**config.mk**
```make
export PLATFORM = sky130hd
export DESIGN_NAME = rs_sym_encoder
export DESIGN_NICKNAME = d
export VERILOG_FILES = /design/src/rtl/rs_enc_pkg.sv /design/src/rtl/rs_tap_bank.sv /design/src/rtl/rs_remainder.sv /design/src/rtl/rs_seq.sv /design/src/rtl/rs_sym_encoder.sv
export SDC_FILE = /design/constraint.sdc
export NUM_CORES = 1
export LEC_CHECK = 0
export ABC_AREA = 1
export CAP_MARGIN = 5
export CORE_ASPECT_RATIO = 0.5
export CORE_UTILIZATION = 63
export DETAILED_ROUTE_END_ITERATION = 8
export PLACE_DENSITY = 0.85
export SYNTH_ARGS = -nofsm -noshare
export SYNTH_HDL_FRONTEND = slang
export SYNTH_SLANG_ARGS = --single-unit
```
**constraint.sdc**
```tcl
create_clock -name clk -period 2.8 [get_ports clk]
set_clock_uncertainty 0.05 [all_clocks]
set_input_delay 0.56 -clock clk [delete_from_list [all_inputs] [get_ports clk]]
set_output_delay 0.56 -clock clk [all_outputs]
set_load 0.005 [all_outputs]
```
**src/rtl/rs_enc_pkg.sv**
```systemverilog
package rs_enc_pkg;

    localparam int SYM_W      = 8;
    localparam int CW_SYMS    = 255;
    localparam int MSG_SYMS   = 239;
    localparam int PAR_SYMS   = CW_SYMS - MSG_SYMS;
    localparam int FIRST_ROOT = 120;
    localparam logic [SYM_W-1:0] FIELD_LOW = 8'h1D;   // x^8 + x^4 + x^3 + x^2 + 1

    typedef logic [SYM_W-1:0] sym_t;
    typedef logic [PAR_SYMS-1:0][SYM_W-1:0] stage_vec_t;

    typedef enum logic {PH_MSG = 1'b0, PH_PAR = 1'b1} phase_e;

    typedef struct packed {
        logic valid;
        logic eop;
        sym_t data;
    } out_beat_t;

    // Shift-and-add product, reduced by the field polynomial.
    function automatic sym_t gf_mul(input sym_t a, input sym_t b);
        sym_t acc = '0;
        sym_t sh  = a;
        for (int i = 0; i < SYM_W; i++) begin
            if (b[i]) acc = acc ^ sh;
            sh = sh[SYM_W-1] ? ((sh << 1) ^ FIELD_LOW) : (sh << 1);
        end
        return acc;
    endfunction

    function automatic sym_t alpha_pow(input int e);
        sym_t v = 8'h01;
        for (int i = 0; i < e; i++) v = gf_mul(v, 8'h02);
        return v;
    endfunction

    // Ascending coefficients of prod (x + alpha^(FIRST_ROOT+r)).
    function automatic logic [PAR_SYMS:0][SYM_W-1:0] gen_poly();
        logic [PAR_SYMS:0][SYM_W-1:0] g = '0;
        sym_t root;
        g[0] = 8'h01;
        for (int r = 0; r < PAR_SYMS; r++) begin
            root = alpha_pow(FIRST_ROOT + r);
            for (int k = PAR_SYMS; k >= 1; k--) g[k] = g[k-1] ^ gf_mul(g[k], root);
            g[0] = gf_mul(g[0], root);
        end
        return g;
    endfunction

    localparam logic [PAR_SYMS:0][SYM_W-1:0] GEN_COEF = gen_poly();

endpackage

```
**src/rtl/rs_tap_bank.sv**
```systemverilog
module rs_tap_bank
    import rs_enc_pkg::*;
#(
    parameter int NPAR = PAR_SYMS
) (
    input  sym_t                         fb,
    output logic [NPAR-1:0][SYM_W-1:0]   taps
);
    localparam int HALF = NPAR / 2;

    // One constant multiplier per mirrored pair; the middle and index 0 stand alone.
    for (genvar k = 0; k <= HALF; k++) begin : g_pair
        sym_t prod;
        assign prod    = gf_mul(fb, GEN_COEF[k]);
        assign taps[k] = prod;
        if (k > 0 && k < NPAR - k) begin : g_mirror
            assign taps[NPAR-k] = prod;
        end
    end

endmodule

```
**src/rtl/rs_remainder.sv**
```systemverilog
module rs_remainder
    import rs_enc_pkg::*;
#(
    parameter int NPAR = PAR_SYMS
) (
    input  logic                         clk,
    input  logic                         rst,
    input  logic                         shift_en,
    input  logic                         clear,
    input  logic [NPAR-1:0][SYM_W-1:0]   taps,
    output sym_t                         top
);
    logic [NPAR-1:0][SYM_W-1:0] stages;
    logic [NPAR-1:0][SYM_W-1:0] base;

    assign base = clear ? '0 : stages;
    assign top  = stages[NPAR-1];

    always_ff @(posedge clk) begin
        if (rst) begin
            stages <= '0;
        end else if (shift_en) begin
            stages[0] <= taps[0];
            for (int j = 1; j < NPAR; j++) stages[j] <= base[j-1] ^ taps[j];
        end
    end


    flush_zero_chk: assert property (@(posedge clk) disable iff (rst)
        (shift_en && !clear && taps == '0) |=> stages[0] == '0);

endmodule

```
**src/rtl/rs_seq.sv**
```systemverilog
module rs_seq
    import rs_enc_pkg::*;
#(
    parameter int KMSG = MSG_SYMS,
    parameter int NPAR = PAR_SYMS
) (
    input  logic clk,
    input  logic rst,
    input  logic in_valid,
    input  logic in_sop,
    output logic in_ready,
    output logic accept,
    output logic flush,
    output logic par_last
);
    localparam int CNT_W  = $clog2(KMSG + 1);
    localparam int PCNT_W = $clog2(NPAR + 1);

    phase_e              phase;
    logic [CNT_W-1:0]    msg_cnt;
    logic [PCNT_W-1:0]   par_cnt;
    logic [CNT_W-1:0]    base_cnt;
    logic                last_msg;

    assign in_ready = (phase == PH_MSG);
    assign accept   = in_valid && in_ready;
    assign base_cnt = in_sop ? '0 : msg_cnt;
    assign last_msg = accept && (base_cnt == CNT_W'(KMSG - 1));
    assign flush    = (phase == PH_PAR);
    assign par_last = flush && (par_cnt == PCNT_W'(NPAR - 1));

    always_ff @(posedge clk) begin
        if (rst) begin
            phase   <= PH_MSG;
            msg_cnt <= '0;
            par_cnt <= '0;
        end else if (flush) begin
            par_cnt <= par_cnt + 1'b1;
            if (par_last) begin
                phase   <= PH_MSG;
                par_cnt <= '0;
            end
        end else if (accept) begin
            if (last_msg) begin
                phase   <= PH_PAR;
                msg_cnt <= '0;
                par_cnt <= '0;
            end else begin
                msg_cnt <= base_cnt + 1'b1;
            end
        end
    end


    ready_drop_chk: assert property (@(posedge clk) disable iff (rst)
        last_msg |=> !in_ready);

    ready_return_chk: assert property (@(posedge clk) disable iff (rst)
        par_last |=> in_ready);

    restart_count_chk: assert property (@(posedge clk) disable iff (rst)
        (accept && in_sop && !last_msg) |=> msg_cnt == CNT_W'(1));

endmodule

```
**src/rtl/rs_sym_encoder.sv**
```systemverilog
module rs_sym_encoder
    import rs_enc_pkg::*;
#(
    parameter int KMSG = MSG_SYMS,
    parameter int NPAR = PAR_SYMS
) (
    input  logic             clk,
    input  logic             rst,
    input  logic             in_valid,
    input  logic             in_sop,
    input  logic [SYM_W-1:0] in_data,
    output logic             in_ready,
    output logic             out_valid,
    output logic [SYM_W-1:0] out_data,
    output logic             out_eop
);
    logic                        accept;
    logic                        flush;
    logic                        par_last;
    sym_t                        top;
    sym_t                        fb;
    logic [NPAR-1:0][SYM_W-1:0]  taps;
    out_beat_t                   beat;

    rs_seq #(.KMSG(KMSG), .NPAR(NPAR)) u_seq (
        .clk      (clk),
        .rst      (rst),
        .in_valid (in_valid),
        .in_sop   (in_sop),
        .in_ready (in_ready),
        .accept   (accept),
        .flush    (flush),
        .par_last (par_last)
    );

    // Feedback is forced to zero while parity drains; a start flag hides the old remainder.
    assign fb = flush ? '0 : (in_data ^ (in_sop ? '0 : top));

    rs_tap_bank #(.NPAR(NPAR)) u_taps (
        .fb   (fb),
        .taps (taps)
    );

    rs_remainder #(.NPAR(NPAR)) u_rem (
        .clk      (clk),
        .rst      (rst),
        .shift_en (accept || flush),
        .clear    (accept && in_sop),
        .taps     (taps),
        .top      (top)
    );

    always_ff @(posedge clk) begin
        if (rst) begin
            beat <= '0;
        end else begin
            beat.valid <= accept || flush;
            beat.eop   <= par_last;
            beat.data  <= flush ? top : in_data;
        end
    end

    assign out_valid = beat.valid;
    assign out_eop   = beat.eop;
    assign out_data  = beat.data;


    pass_through_chk: assert property (@(posedge clk) disable iff (rst)
        accept |=> (out_valid && !out_eop && out_data == $past(in_data)));

    eop_valid_chk: assert property (@(posedge clk) disable iff (rst)
        out_eop |-> out_valid);

    idle_gap_chk: assert property (@(posedge clk) disable iff (rst)
        (in_ready && !in_valid) |=> !out_valid);

endmodule

```
==> run metrics <==
met3 usage between 6 and 7%; Buffers & Inverters on Critical Path 4; crit-path leading delay family simple AND/OR/NAND/NOR gates; ys flop type dfxtp_1; count of cell types in the netlist 44; number of global-route vias before repair around 8800; Hold Path Class reg2reg; Crit-path slowest cell clkdlybuf4s50_1; Starting Density 64.9%; final worst setup slack 56.5 ps; Largest stage delay, worst path 540 ps; HP Start u_seq.msg_cnt[0]; clock power share between 20% and 30%; Clk pin slew, worst setup/hold paths ~60 ps; worst-path maximum fanout 8; detailed-route via count 10165; outcome complete, no violations; Slew HR 58.4%; count of final max-slew check failures 0; Comb pwr share 43.2%; CP required 3060 ps; fin crit period around 2700 ps; XOR/XNOR Fraction of Synth Area 8.15%; Hold Crit Depth 2; Power Dens Cells 754 mW/mm²; gr usage total 36.2%; worst reg2reg endpoint u_rem.stages[53]; Critical Path Source Type input pin; Die Y-Extent 88.7 µm; Fillers between 1000 and 1500; Reg-to-Reg Start u_seq.flush; LEAKAGE 6.00 nW; num rows 31; worst reg-to-reg setup slack 200 ps; drt wl/cell approximately 16 µm; GR peak layer met2; CP Capture Type register; simple-gate share of the synthesized area 33.6%; worst reg2reg path depth 17; Routed WL 28000 µm; Post-Syn Area 0.00947 mm²; Synth area leaders dfxtp_1 32%, nand2_1 16%, nand3_1 7.8%; post-synthesis sequential area ratio 32.1%; f_max approximately 360 MHz; WHS Endpoint u_seq.msg_cnt[0]; first-pass GRT wire length 43900 µm; EDFF count, synth 0; # setup viols final 0; Sink Count 152; Yosys warning count 0; sw frac approximately two fifths; Yosys reg bits 152; setup repair after global routing missed its margin true; Mapped Cells 1444; antenna viol nets, final 0; post-synth net total 1459; IO buf count 22; dpl hpwl ~19000 µm; fin crit share 98.0%; # DRC 0; H-tree lvl count 4; clk_lat worst skew 440 ps; initial antenna violation count 0; share of cells above drive strength 1 18.2%; Iteration-0 DRC Markers approximately 1100; VDD IR-drop max 0.000546 V; fraction of registers with async set/reset 0%; GP Congestion between 0.9 and 1; top cell type's share of synthesized area between 30% and 40%; area leader, netlist dfxtp_1; largest family of logic cells by synthesized area simple AND/OR/NAND/NOR gates; Post-Synth Adder-Cell Area 0.396%; DR vias/cell between 5 and 6; largest net degree at the start of global routing 105; max-cap viol count 0; CP Cell Sequence clkdlybuf4s50_1 > o21bai_2 > nand3_4 > inv_2 > nand2_1 > nand2_1 > buf_12 > xor2_2 > nand3_1 > nand3_1 > nand2_1 > o221ai_1 > inv_1; final hold vios 0; M1 GR Usage 49.9%; switching pwr between 0.003 and 0.004 W; M2 GR Usage 59.7%; internal power 0.00543 W; mux cell area share after synthesis 0%; cts bufs inserted 17; synthesized area per cell between 6 and 7 µm²; area of the multi-input gates roughly 0.0056 mm²; compound-gate portion of the synthesized area 14.7%; Final nets 1593; Clock Root Buffer clkbuf_16; total global routing overflow 0; Setup WS pre-CTS -514 ps; Die Width between 150 and 200 µm; WP data arrival 3010 ps; Fin Hold WS around 420 ps; clock buffer depth 2; CTS tree built; Die Footprint 0.0156 mm²; worst slew pin tran 625 ps; Seq pwr share 30.0%; ant diodes 0; Core Footprint 0.0146 mm²; Reg area 0.00304 mm²; CP Class in2reg; cell repeated most along the worst path nand2_1; Detailed Routing Iterations Pass 1 5; area grow syn2layout 24.0%; I/O pin count 23
state kept, by name (all words and copies together), names as in the netlist:
signal,flops
out_valid,1
u_seq.flush,1
u_seq.par_cnt,5
u_rem.top,8
out_data,8
out_eop,1
u_seq.msg_cnt,8
u_rem.stages,120
Yosys cell counts (all sizes together), types with 16 or more instances:
library cell / number
inv: 190
o21ai: 56
o211ai: 21
nand2: 433
clkbuf: 57
nor2: 116
buf: 16
a21oi: 80
o221ai: 52
xor2: 54
xnor2: 20
dfxtp: 152
nand3: 158
power groups by stage:
stage	logic (W)	registers (W)	clock network [W]
detailed placement	0.00354	0.00268	0
global route	0.00421	0.00268	0.00248
finish	0.00382	0.00265	0.00238
floorplan	0.00226	0.00263	0
global placement	0.00342	0.00267	0
CTS	0.00362	0.00264	0.00238
worst register-to-register path: cells and delay by family (launching register included):
| kind | cells | cell delay (ps) |
|---|---|---|
| DFF | 1 | 340 |
| buffers and inverters | 3 | 470 |
| AOI/OAI and AO/OA | 1 | 110 |
| and+or+nand+nor | 13 | 1530 |
layout by cell type, fill, tap and decap left out, types with 29 or more instances in the layout:
| master | n |
|---|---|
| nand3_1 | 141 |
| o221ai_1 | 52 |
| o21ai_0 | 46 |
| nand2_2 | 29 |
| dfxtp_1 | 152 |
| a21oi_1 | 80 |
| inv_1 | 180 |
| nand2_1 | 393 |
| nor2_1 | 113 |
| buf_4 | 156 |
| xor2_1 | 40 |
layer usage:
metal,wire (µm),part of all wire (%),vias to the layer above
met4,428,1.5,0
met3,2570,9.2,49
li1,-,-,4917
met1,12600,45,4723
met2,12400,44,476
met5,0,0,-
kinds of logic after synthesis:
| group | Yosys count |
|---|---|
| AOI/OAI and AO/OA | 221 |
| xor gates and xnor gates | 74 |
| adders and majority gates | 3 |
| buffers and inverters | 264 |
| DFF | 152 |
| and+or+nand+nor | 730 |
through the flow:
| step | util [%] | total power (W) | cells | cell area (µm²) | TNS (ps) |
|---|---|---|---|---|---|
| 3_3_place_gp | 74.6 | 0.00609 | 1743 | 10900 | -27860 |
| 5_1_grt | 80.5 | 0.00937 | 1789 | 11700 | -255 |
| 3_5_place_dp | 74.6 | 0.00622 | 1743 | 10900 | -33690 |
| 6_report | 80.5 | 0.00885 | 1789 | 11700 | 0 |
| 2_1_floorplan | - | 0.00488 | 1444 | 9470 | 0 |
| 4_1_cts | 79.0 | 0.00864 | 1777 | 11500 | 0 |
area by class of cell:
| type | count | share of cell area [%] |
|---|---|---|
| repair inverters | 1 | 0.0639 |
| inverters | 191 | 6.17 |
| clock buffers | 19 | 3.86 |
| well taps | 198 | 2.11 |
| multi-input cells | 1028 | 47.3 |
| repair buffers | 187 | 13.3 |
| clock inverters | 13 | 1.24 |
| flip-flops and latches | 152 | 25.9 |
worst max path at each step:
stage / end / startpoint / depth (start not counted)
after floorplan: u_rem.stages[86] / in_sop / 18
after global placement: u_rem.stages[86] / in_sop / 18
after detailed placement: u_rem.stages[96] / in_sop / 15
after CTS: u_rem.stages[117] / in_data[7] / 16
after global routing: u_rem.stages[53] / in_data[7] / 19
final: u_rem.stages[104] / in_data[3] / 13
what timing repair did:
item                                    CTS  global route
gates cloned                              1             0
resized for setup                         8            30
hold buffers                              0             0
endpoints found under the setup margin   28            30
buffers inserted                          1            12
pin swaps                                 2            10
Power figures use the tool's default switching activity.
